### config.mk
export PLATFORM = sky130hd
export DESIGN_NAME = slpwk_ctrl
export DESIGN_NICKNAME = d
export VERILOG_FILES = /design/src/rtl/slpwk_pkg.sv /design/src/rtl/slpwk_wake_det.sv /design/src/rtl/slpwk_settle.sv /design/src/rtl/slpwk_ctrl.sv
export SDC_FILE = /design/constraint.sdc
export NUM_CORES = 1
export LEC_CHECK = 0
export CORE_MARGIN = 8
export CORE_UTILIZATION = 50
export DETAILED_ROUTE_END_ITERATION = 6
export DONT_BUFFER_PORTS = 1
export GPL_TIMING_DRIVEN = 1
export MAX_ROUTING_LAYER = met4
export SLEW_MARGIN = 20
export SYNTH_ARGS = -nofsm -noshare
export SYNTH_HDL_FRONTEND = slang
export SYNTH_SLANG_ARGS = --single-unit
### constraint.sdc
create_clock -name clk -period 3.75 [get_ports clk]
set_clock_uncertainty 0.05 [all_clocks]
set_input_delay 0.75 -clock clk [delete_from_list [all_inputs] [get_ports clk]]
set_output_delay 0.75 -clock clk [all_outputs]
set_load 0.05 [all_outputs]
### src/rtl/slpwk_pkg.sv
package slpwk_pkg;
  localparam int NWK  = 4;  // continue-class wake enable bits
  localparam int NSRC = 6;  // total wake sources

  typedef enum logic [1:0] {
    ST_RUN    = 2'd0,
    ST_SLEEP  = 2'd1,
    ST_SETTLE = 2'd2
  } slp_st_t;

  // encoding order is the priority order (lower value wins)
  typedef enum logic [2:0] {
    WK_NONE = 3'd0,
    WK_PIN  = 3'd1,
    WK_WDT  = 3'd2,
    WK_PORT = 3'd3,
    WK_CMP  = 3'd4,
    WK_ADC  = 3'd5,
    WK_LVD  = 3'd6
  } wk_kind_t;

  function automatic logic is_reset_kind(wk_kind_t k);
    return (k == WK_PIN) || (k == WK_WDT);
  endfunction

  function automatic logic is_vectored_kind(wk_kind_t k);
    return (k == WK_PORT) || (k == WK_CMP) || (k == WK_ADC);
  endfunction
endpackage

### src/rtl/slpwk_wake_det.sv
module slpwk_wake_det
  import slpwk_pkg::*;
#(
  parameter int PW = 8
) (
  input  logic           clk,
  input  logic           rst_n,
  input  logic           capture,
  input  logic [PW-1:0]  port_in,
  input  logic           cmp_in,
  input  logic           pin_hit,
  input  logic           wdt_hit,
  input  logic           adc_done,
  input  logic           lvd_evt,
  input  logic [NWK-1:0] wen,
  output wk_kind_t       kind
);
  logic [PW-1:0]   port_snap;
  logic            cmp_snap;
  logic [NSRC-1:0] hit;

  // levels seen when sleep starts; later differences are wake events
  always_ff @(posedge clk or negedge rst_n) begin
    if (!rst_n) begin
      port_snap <= '0;
      cmp_snap  <= 1'b0;
    end else if (capture) begin
      port_snap <= port_in;
      cmp_snap  <= cmp_in;
    end
  end

  always_comb begin
    hit    = '0;
    hit[0] = pin_hit;
    hit[1] = wdt_hit;
    hit[2] = wen[0] && (port_in != port_snap);
    hit[3] = wen[1] && (cmp_in != cmp_snap);
    hit[4] = wen[2] && adc_done;
    hit[5] = wen[3] && lvd_evt;
  end

  // walk from lowest to highest priority so the winner is written last
  always_comb begin
    kind = WK_NONE;
    for (int i = NSRC - 1; i >= 0; i--) begin
      if (hit[i]) kind = wk_kind_t'(3'(i + 1));
    end
  end
endmodule

### src/rtl/slpwk_settle.sv
module slpwk_settle #(
  parameter int RC_CYC  = 32,
  parameter int HXT_CYC = 100,
  parameter int LXT_CYC = 400
) (
  input  logic       clk,
  input  logic       rst_n,
  input  logic       load,
  input  logic       fast,
  input  logic [1:0] osc_mode,
  output logic       expire
);
  localparam int MAX_A = (RC_CYC + HXT_CYC > LXT_CYC) ? RC_CYC + HXT_CYC : LXT_CYC;
  localparam int CW    = $clog2(MAX_A + 1);

  logic [CW-1:0] cnt;
  logic [CW-1:0] dly;

  always_comb begin
    if (fast) begin
      dly = CW'(1);
    end else begin
      case (osc_mode)
        2'd1:    dly = CW'(RC_CYC + HXT_CYC);
        2'd2:    dly = CW'(LXT_CYC);
        default: dly = CW'(RC_CYC);
      endcase
    end
  end

  always_ff @(posedge clk or negedge rst_n) begin
    if (!rst_n)          cnt <= '0;
    else if (load)       cnt <= dly;
    else if (cnt != '0)  cnt <= cnt - CW'(1);
  end

  assign expire = (cnt == CW'(1));
endmodule

### src/rtl/slpwk_ctrl.sv
module slpwk_ctrl
  import slpwk_pkg::*;
#(
  parameter int          PW       = 8,
  parameter int          NT       = 4,
  parameter int          VW       = 8,
  parameter int          RC_CYC   = 32,
  parameter int          HXT_CYC  = 100,
  parameter int          LXT_CYC  = 400,
  parameter logic [VW-1:0] VEC_PORT = 8'h06,
  parameter logic [VW-1:0] VEC_CMP  = 8'h0F,
  parameter logic [VW-1:0] VEC_ADC  = 8'h0C
) (
  input  logic          clk,
  input  logic          rst_n,
  input  logic          sleep_req,
  input  logic          gie,
  input  logic          wdt_en,
  input  logic          wdt_tmo,
  input  logic          pin_rst,
  input  logic [1:0]    osc_mode,
  input  logic          adc_busy,
  input  logic          adc_done,
  input  logic          cmp_out,
  input  logic          lvd_evt,
  input  logic [PW-1:0] port_in,
  input  logic          wen_wr,
  input  logic [3:0]    wen_wdata,
  output logic [3:0]    wake_en_eff,
  output logic          core_hold,
  output logic          osc_run,
  output logic [NT-1:0] tmr_run,
  output logic          wdt_clr,
  output logic          core_release,
  output logic          core_reset,
  output logic          rel_branch,
  output logic [VW-1:0] rel_vector,
  output logic          flag_t,
  output logic          flag_p
);
  slp_st_t       st;
  wk_kind_t      det_kind;
  wk_kind_t      pend;
  logic [NWK-1:0] wen_r;
  logic          keep_clk;
  logic          gie_s;
  logic          wdt_ev;
  logic          rst_ev;
  logic          capture;
  logic          wake_hit;
  logic          expire;
  logic          tmr_on;
  logic [VW-1:0] vec_sel;

  assign wdt_ev   = wdt_en && wdt_tmo;
  assign rst_ev   = pin_rst || wdt_ev;
  assign capture  = (st == ST_RUN) && sleep_req && !rst_ev;
  assign wake_hit = (st == ST_SLEEP) && (det_kind != WK_NONE);

  // wake enables: stored as written, masked while the watchdog runs
  always_ff @(posedge clk or negedge rst_n) begin
    if (!rst_n)      wen_r <= '0;
    else if (wen_wr) wen_r <= wen_wdata;
  end
  assign wake_en_eff = wdt_en ? '0 : wen_r;

  slpwk_wake_det #(.PW(PW)) u_det (
    .clk      (clk),
    .rst_n    (rst_n),
    .capture  (capture),
    .port_in  (port_in),
    .cmp_in   (cmp_out),
    .pin_hit  (pin_rst),
    .wdt_hit  (wdt_ev),
    .adc_done (adc_done),
    .lvd_evt  (lvd_evt),
    .wen      (wake_en_eff),
    .kind     (det_kind)
  );

  slpwk_settle #(.RC_CYC(RC_CYC), .HXT_CYC(HXT_CYC), .LXT_CYC(LXT_CYC)) u_settle (
    .clk      (clk),
    .rst_n    (rst_n),
    .load     (wake_hit),
    .fast     (keep_clk),
    .osc_mode (osc_mode),
    .expire   (expire)
  );

  always_comb begin
    case (pend)
      WK_PORT: vec_sel = VEC_PORT;
      WK_CMP:  vec_sel = VEC_CMP;
      WK_ADC:  vec_sel = VEC_ADC;
      default: vec_sel = '0;
    endcase
  end

  always_ff @(posedge clk or negedge rst_n) begin
    if (!rst_n) begin
      st           <= ST_RUN;
      pend         <= WK_NONE;
      keep_clk     <= 1'b0;
      gie_s        <= 1'b0;
      wdt_clr      <= 1'b0;
      core_release <= 1'b0;
      core_reset   <= 1'b0;
      rel_branch   <= 1'b0;
      rel_vector   <= '0;
      flag_t       <= 1'b0;
      flag_p       <= 1'b0;
    end else begin
      wdt_clr      <= 1'b0;
      core_release <= 1'b0;
      core_reset   <= 1'b0;
      rel_branch   <= 1'b0;
      rel_vector   <= '0;
      unique case (st)
        ST_RUN: begin
          if (rst_ev) begin
            core_reset <= 1'b1;
            flag_t     <= !pin_rst;
            flag_p     <= 1'b0;
          end else if (sleep_req) begin
            st       <= ST_SLEEP;
            keep_clk <= adc_busy;
            gie_s    <= gie;
            wdt_clr  <= 1'b1;
          end
        end
        ST_SLEEP: begin
          if (wake_hit) begin
            st   <= ST_SETTLE;
            pend <= det_kind;
          end
        end
        ST_SETTLE: begin
          if (expire) begin
            st           <= ST_RUN;
            keep_clk     <= 1'b0;
            core_release <= 1'b1;
            if (is_reset_kind(pend)) begin
              core_reset <= 1'b1;
              flag_t     <= (pend == WK_WDT);
              flag_p     <= 1'b1;
            end else if (gie_s && is_vectored_kind(pend)) begin
              rel_branch <= 1'b1;
              rel_vector <= vec_sel;
            end
          end
        end
        default: st <= ST_RUN;
      endcase
    end
  end

  assign core_hold = (st != ST_RUN);
  assign osc_run   = (st != ST_SLEEP) || keep_clk;
  assign tmr_on    = (st == ST_RUN) || keep_clk;

  for (genvar g = 0; g < NT; g++) begin : g_tmr
    assign tmr_run[g] = tmr_on;
  end
endmodule

; Word-level counts from Yosys, hierarchy flattened
; Index checks and enable logic that the tools add are counted.
[word_totals]
output_inout_bits = 24
ff_bits = 43
inputBits = 26
[classes]
addsub = 1
n_reduce_logical = 28
eq_ne = 19
bitwise_logic = 1
n_mux = 46
[ops]
columns = operator, n
row1 = two-way mux 8 bit, 4
row2 = two-way mux 9 bit, 3
row3 = two-way mux 1 bit, 21
row4 = two-way mux 3 bit, 6
row5 = one-hot mux 9 bit (2 select lines), 1
row6 = one-hot mux 4 bit (3 select lines), 1
row7 = AND reduction 4 bit, 3
row8 = "inequality test 2 bit, second input constant", 5
row9 = "== test 9 x 1 -> 1 bit, second input constant", 1
row10 = logical AND 1 bit, 9
row11 = nonzero test 9 bit, 1
row12 = "subtractor 9 x 1 -> 9 bit, second input constant", 1
row13 = two-way mux 2 bit, 4
row14 = inequality test 8 bit, 1
row15 = one-hot mux 1 bit (2 select lines), 4
row16 = "== test 3 x 2 -> 1 bit, second input constant", 2
row17 = "== test 3 bit, second input constant", 2
row18 = logical OR 1 bit, 6
row19 = one-hot mux 2 bit (3 select lines), 1
row20 = nonzero test 2 bit, 3
row21 = "== test 2 x 1 -> 1 bit, second input constant", 2
row22 = "== test 2 bit, second input constant", 2
row23 = two-way mux 4 bit, 1
row24 = "inequality test 2 x 1 -> 1 bit, second input constant", 2
row25 = 8 further kinds, 9

; Logic depth before layout (Yosys ltp)
[depth]
ltp_word = 12
ltp_mapped = 7

; Cells and area by module
; From an unflattened synthesis, not the netlist that was laid out.
[unflattened]
hier_cells = 195
area_unflattened_um2 = 2112.0
[by_module_without_submodules]
columns = mod, area_each_um2, instances, cells_each
row1 = slpwk_ctrl, 988.4, 1, 82
row2 = slpwk_settle, 635.6, 1, 70
row3 = slpwk_wake_det, 488.0, 1, 43

; Worst setup path before layout
; OpenSTA, ideal clock, no wires.
[synth_path]
path_type = in2reg
from = input wdt_en
to = register pend[1]
t_required_ns = 3.572
cell_stages = 5
arrival_ns = 2.387
slack_ns = 1.186
n_path_buf = 1
setup_time_ns = 0.128
path_cell_list = buf_6 nor2b_1 a31o_1 o31a_1 mux2_1
[synth_between]
elab_cells_between_ends = 15
classes_between = mux (7) / reduce/logical (8)
[synth_lines]
columns = item, line_no
row1 = start: declaration, slpwk_ctrl.sv:18  ; input logic wdt_en,
row2 = two-way mux 4 bit (*), slpwk_ctrl.sv:65  ; assign wake_en_eff = wdt_en ? '0 : wen_r;
row3 = via wake_en_eff[2], slpwk_ctrl.sv:29  ; output logic [3:0] wake_en_eff,
row4 = logical AND 1 bit (*), slpwk_wake_det.sv:39  ; hit[4] = wen[2] && adc_done;
row5 = two-way mux 3 bit (*) (5 in series), slpwk_wake_det.sv:47  ; if (hit[i]) kind = wk_kind_t'(3'(i + 1));
row6 = nonzero test 3 bit, slpwk_ctrl.sv:58  ; assign wake_hit = (st == ST_SLEEP) && (det_kind != WK_NONE);
row7 = logical AND 1 bit, slpwk_ctrl.sv:58
row8 = AND reduction 2 bit (no source line), -
row9 = end signal: assignment, slpwk_ctrl.sv:134  ; pend <= det_kind;
row10 = end: declaration, slpwk_ctrl.sv:43  ; wk_kind_t pend;
; The timed path passes the listed nets; every way through them passes the cells marked *.
; A chain may end at the register's enable or synchronous reset.

; Worst setup path in the final report
[layout_path]
from = register st[1]
to = output tmr_run[2]
[layout_between]
elab_chain_len = 2
[layout_rtl]
columns = item, line_no
row1 = start: declaration, slpwk_ctrl.sv:41  ; slp_st_t st;
row2 = start signal: assignment, slpwk_ctrl.sv:101  ; st <= ST_RUN;
row3 = start signal: assignment, slpwk_ctrl.sv:125  ; st <= ST_SLEEP;
row4 = start signal: assignment, slpwk_ctrl.sv:133  ; st <= ST_SETTLE;
row5 = zero test 2 bit, slpwk_ctrl.sv:159  ; assign tmr_on = (st == ST_RUN) || keep_clk;
row6 = logical OR 1 bit, slpwk_ctrl.sv:159
row7 = end: declaration, slpwk_ctrl.sv:32  ; output logic [NT-1:0] tmr_run,
; Every way passes these cells.

==> impl_metrics.csv <==
group,metric,value,unit
critical_path,worst_path_max_delay_cell,"or2_2",
outcome,status,"finished, final reports clean",
finish,diodes,0,
finish,final_nets,223,
sta,fin_tns_setup,0,ns
clock_network,clkLatencyLatePin,0.29,ns
routing,dr.first_iter.drc_count,57,
sta,setup_ws,1.152,ns
clock_network,cts_buffers,5,
hold_path,min_path_type,"in2async",
placed_design,dpl.hpwl,3.155,mm
sta,timing.fmax,0.3849,GHz
clock_network,htreeDepth,2,
sta,rsz0062_at_grt,"no",
critical_path,rr_endpoint,"u_det.cmp_snap$_DFFE_PN0P_",
sta,slew_viol_final,0,
critical_path,r2r_slack,1.43,ns
floorplan,initial_utilization,51.35,%
synth,syn-cell-area,2024,um2
finish,area_growth,6.180,%
routing,dr_total_vias,1352,
sta,setup_viol,0,
power,p_leak,0.9317,nW
synth,ys_seq_area_share,48.21,%
synth,syn-instance-count,192,
critical_path,critPathLaunchType,"flop",
sta,slew_headroom,33.39,%
critical_path,cp.required,2.95,ns
clock_network,ctsResizeCount,0,
floorplan,core-area,3943,um2
placed_design,pre_cts_slack,1.235,ns
clock_network,post-cts-setup-buffers,0,
synth,yosys_warnings,0,
critical_path,critPathBufInv,1,
power,switching_share,39.87,%
placed_design,dp.cells,236,
routing,routed_via_density,5.541,
global_routing,antenna_found_initial,0,
synth,synth_seq_cells,39,
placed_design,routabilityCongestion,0.8016,
sta,holdWs,0.09790,ns
critical_path,critical-path-top-delay-family,"simple AND/OR/NAND/NOR gates",
sta,fin_crit_sh,69.28,%
job,maxCapViolations,0,
global_routing,grt_max_degree,40,
global_routing,grt_pass1_vias,1430,
critical_path,reg2reg_depth,3,
power,comb_power_share,36.6,%
sta,worstMarginPinSlew,0.9954,ns
finish,drive_gt1_share,15.46,%
global_routing,grt_pass1_wl,6.679,mm
critical_path,end_kind,"output pin",
critical_path,worstPathMaxFanout,7,
critical_path,arrival,1.80,ns
floorplan,dieArea,6341,um2
routing,drt-total-wl,3.945,mm
clock_network,clk_pin_slew,0.08,ns
power,p_int,1.044,mW
power,p_sw,692.0,uW
power,clkPwrFrac,20.7,%
clock_network,cts_root_buf,"clkbuf_8",
clock_network,tritoncts,"yes",
floorplan,num_io_pins,50,
placed_design,port_buffers,0,
synth,syn_area_per_cell,10.54,um2
finish,final_cells,244,
global_routing,grt.overflow.total,0,
critical_path,path_cells,"or2_2, nand2_2, buf_4",
global_routing,track_usage,13.89,%
clock_network,cts_sinks,39,
sta,final_hold_viol_count,0,
power,p_per_area,807.5,nW/um2
sta,period_minus_slack,2.598,ns
power,seq_power_share,42.7,%
floorplan,die_h,79.63,um
routing,drc,0,
clock_network,cts_buffer_depth,2,
critical_path,r2r-start,"st[1]$_DFFE_PN0P_",
finish,final_cell_mix,"dfrtp_1, nand2_1, mux2_2",
routing,ant_nets,0,
floorplan,fp.dieW,79.63,um
power,vdd_ir_drop_max,0.3058,mV
synth,synth.distinct_cells,43,
routing,drtPass1Iterations,5,
routing,wl_per_cell,16.17,um
critical_path,max_stage_delay,0.47,ns
finish,fin_util,54.52,%
floorplan,row_count,23,
finish,layout_commonest_cell,"dfrtp_1",
clock_network,ctsHoldBuffers,0,
critical_path,setup.worst_path.class,"reg2out",
[power groups by stage]
stage | logic [mW] | clock network (mW) | registers, mW
after global placement | 0.624 | 0 | 0.744
after floorplan | 0.589 | 0 | 0.721
final | 0.635 | 0.360 | 0.741
after detailed placement | 0.640 | 0 | 0.752
after global routing | 0.704 | 0.388 | 0.763
after CTS | 0.643 | 0.372 | 0.743
[cell families after synthesis]
| group | Yosys count | synth area share (%) |
|---|---|---|
| muxes | 19 | 10.38 |
| AOI/OAI and AO/OA | 34 | 11.31 |
| adders and majority gates | 4 | 2.472 |
| other | 1 | 0.1852 |
| DFF | 39 | 48.21 |
| buffers and inverters | 22 | 6.366 |
| and+or+nand+nor | 58 | 14.59 |
| xor gates and xnor gates | 15 | 6.490 |
[worst register-to-register path, delay by kind of cell (launching register included)]
family	cells	cell delay, ns
and+or+nand+nor	2	1.29
DFF	1	0.44
muxes	1	0.42
[flip-flops by register name (all words and copies together), names as in the netlist]
register and cells:
rel_vector 4, u_det.port_snap 8, gie_s 1, core_reset 1, core_release 1, u_det.cmp_snap 1
flag_t 1, pend 3, u_settle.cnt 9, keep_clk 1, rel_branch 1, flag_p 1
st 2, wen_r 4, wdt_clr 1
[metal layers]
metal  track usage [%]  wire length, um  part of all wire [%]  vias up
met5                 -                0                     0        -
met4             4.444               53                   1.3        0
met3             5.405              313                   7.9        6
met2             23.63             2087                    53       35
met1             14.34             1492                    38      660
li1                  -                -                     -      651
[layout make-up]
cell class / count / area [um2]
clock inverter: 2 / 35.03
inverter: 10 / 37.54
timing repair buffer: 3 / 22.52
sequential: 39 / 975.9
fill: 325 / 1793
clock buffer: 6 / 82.58
multi-input combinational: 134 / 933.4
tap: 50 / 62.56
[worst max-delay path by stage]
stage,from,cells past startpoint,to
after global routing,st[1]$_DFFE_PN0P_,3,tmr_run[2]
after detailed placement,wdt_tmo,4,u_det.cmp_snap$_DFFE_PN0P_
after CTS,st[1]$_DFFE_PN0P_,3,tmr_run[2]
after floorplan,wdt_en,5,pend[1]$_DFFE_PN0P_
final,st[1]$_DFFE_PN0P_,3,tmr_run[2]
after global placement,wdt_tmo,4,u_det.port_snap[3]$_DFFE_PN0P_
[through the flow]
step	total power, mW	instance area (um2)
3_5_place_dp	1.393	2032
4_1_cts	1.758	2150
5_1_grt	1.855	2150
6_report	1.736	2150
2_1_floorplan	1.310	2036
3_3_place_gp	1.368	2032
[Yosys cell counts, drive strengths merged]
cell type | count | area share, %
xor2 | 3 | 1.3
o21ai | 7 | 1.7
nand4b | 1 | 0.43
clkbuf | 1 | 0.19
a41oi | 1 | 0.43
a311oi | 1 | 0.43
nor2 | 12 | 2.2
and2 | 1 | 0.31
nor2b | 8 | 2.5
nor3 | 4 | 0.99
a21o | 1 | 0.37
nor4 | 1 | 1.1
conb | 1 | 0.19
nand2b | 2 | 0.62
dfrtp | 39 | 48
o32ai | 1 | 0.43
a31oi | 2 | 0.62
a31o | 2 | 0.87
a21oi | 8 | 2.0
mux2i | 3 | 1.5
a221o | 1 | 0.49
and3 | 1 | 0.31
nand4 | 2 | 0.62
o21a | 2 | 0.74
nor3b | 1 | 0.37
nand2 | 20 | 3.7
inv | 10 | 1.9
or2 | 1 | 0.31
o41ai | 1 | 0.43
and3b | 1 | 0.43
buf | 11 | 4.3
xnor2 | 12 | 5.2
o22ai | 3 | 0.93
o31a | 1 | 0.43
ha | 4 | 2.5
a211oi | 2 | 0.99
mux2 | 16 | 8.9
o22a | 1 | 0.43
nand3 | 3 | 0.74
(Power assumes the default switching activity.)
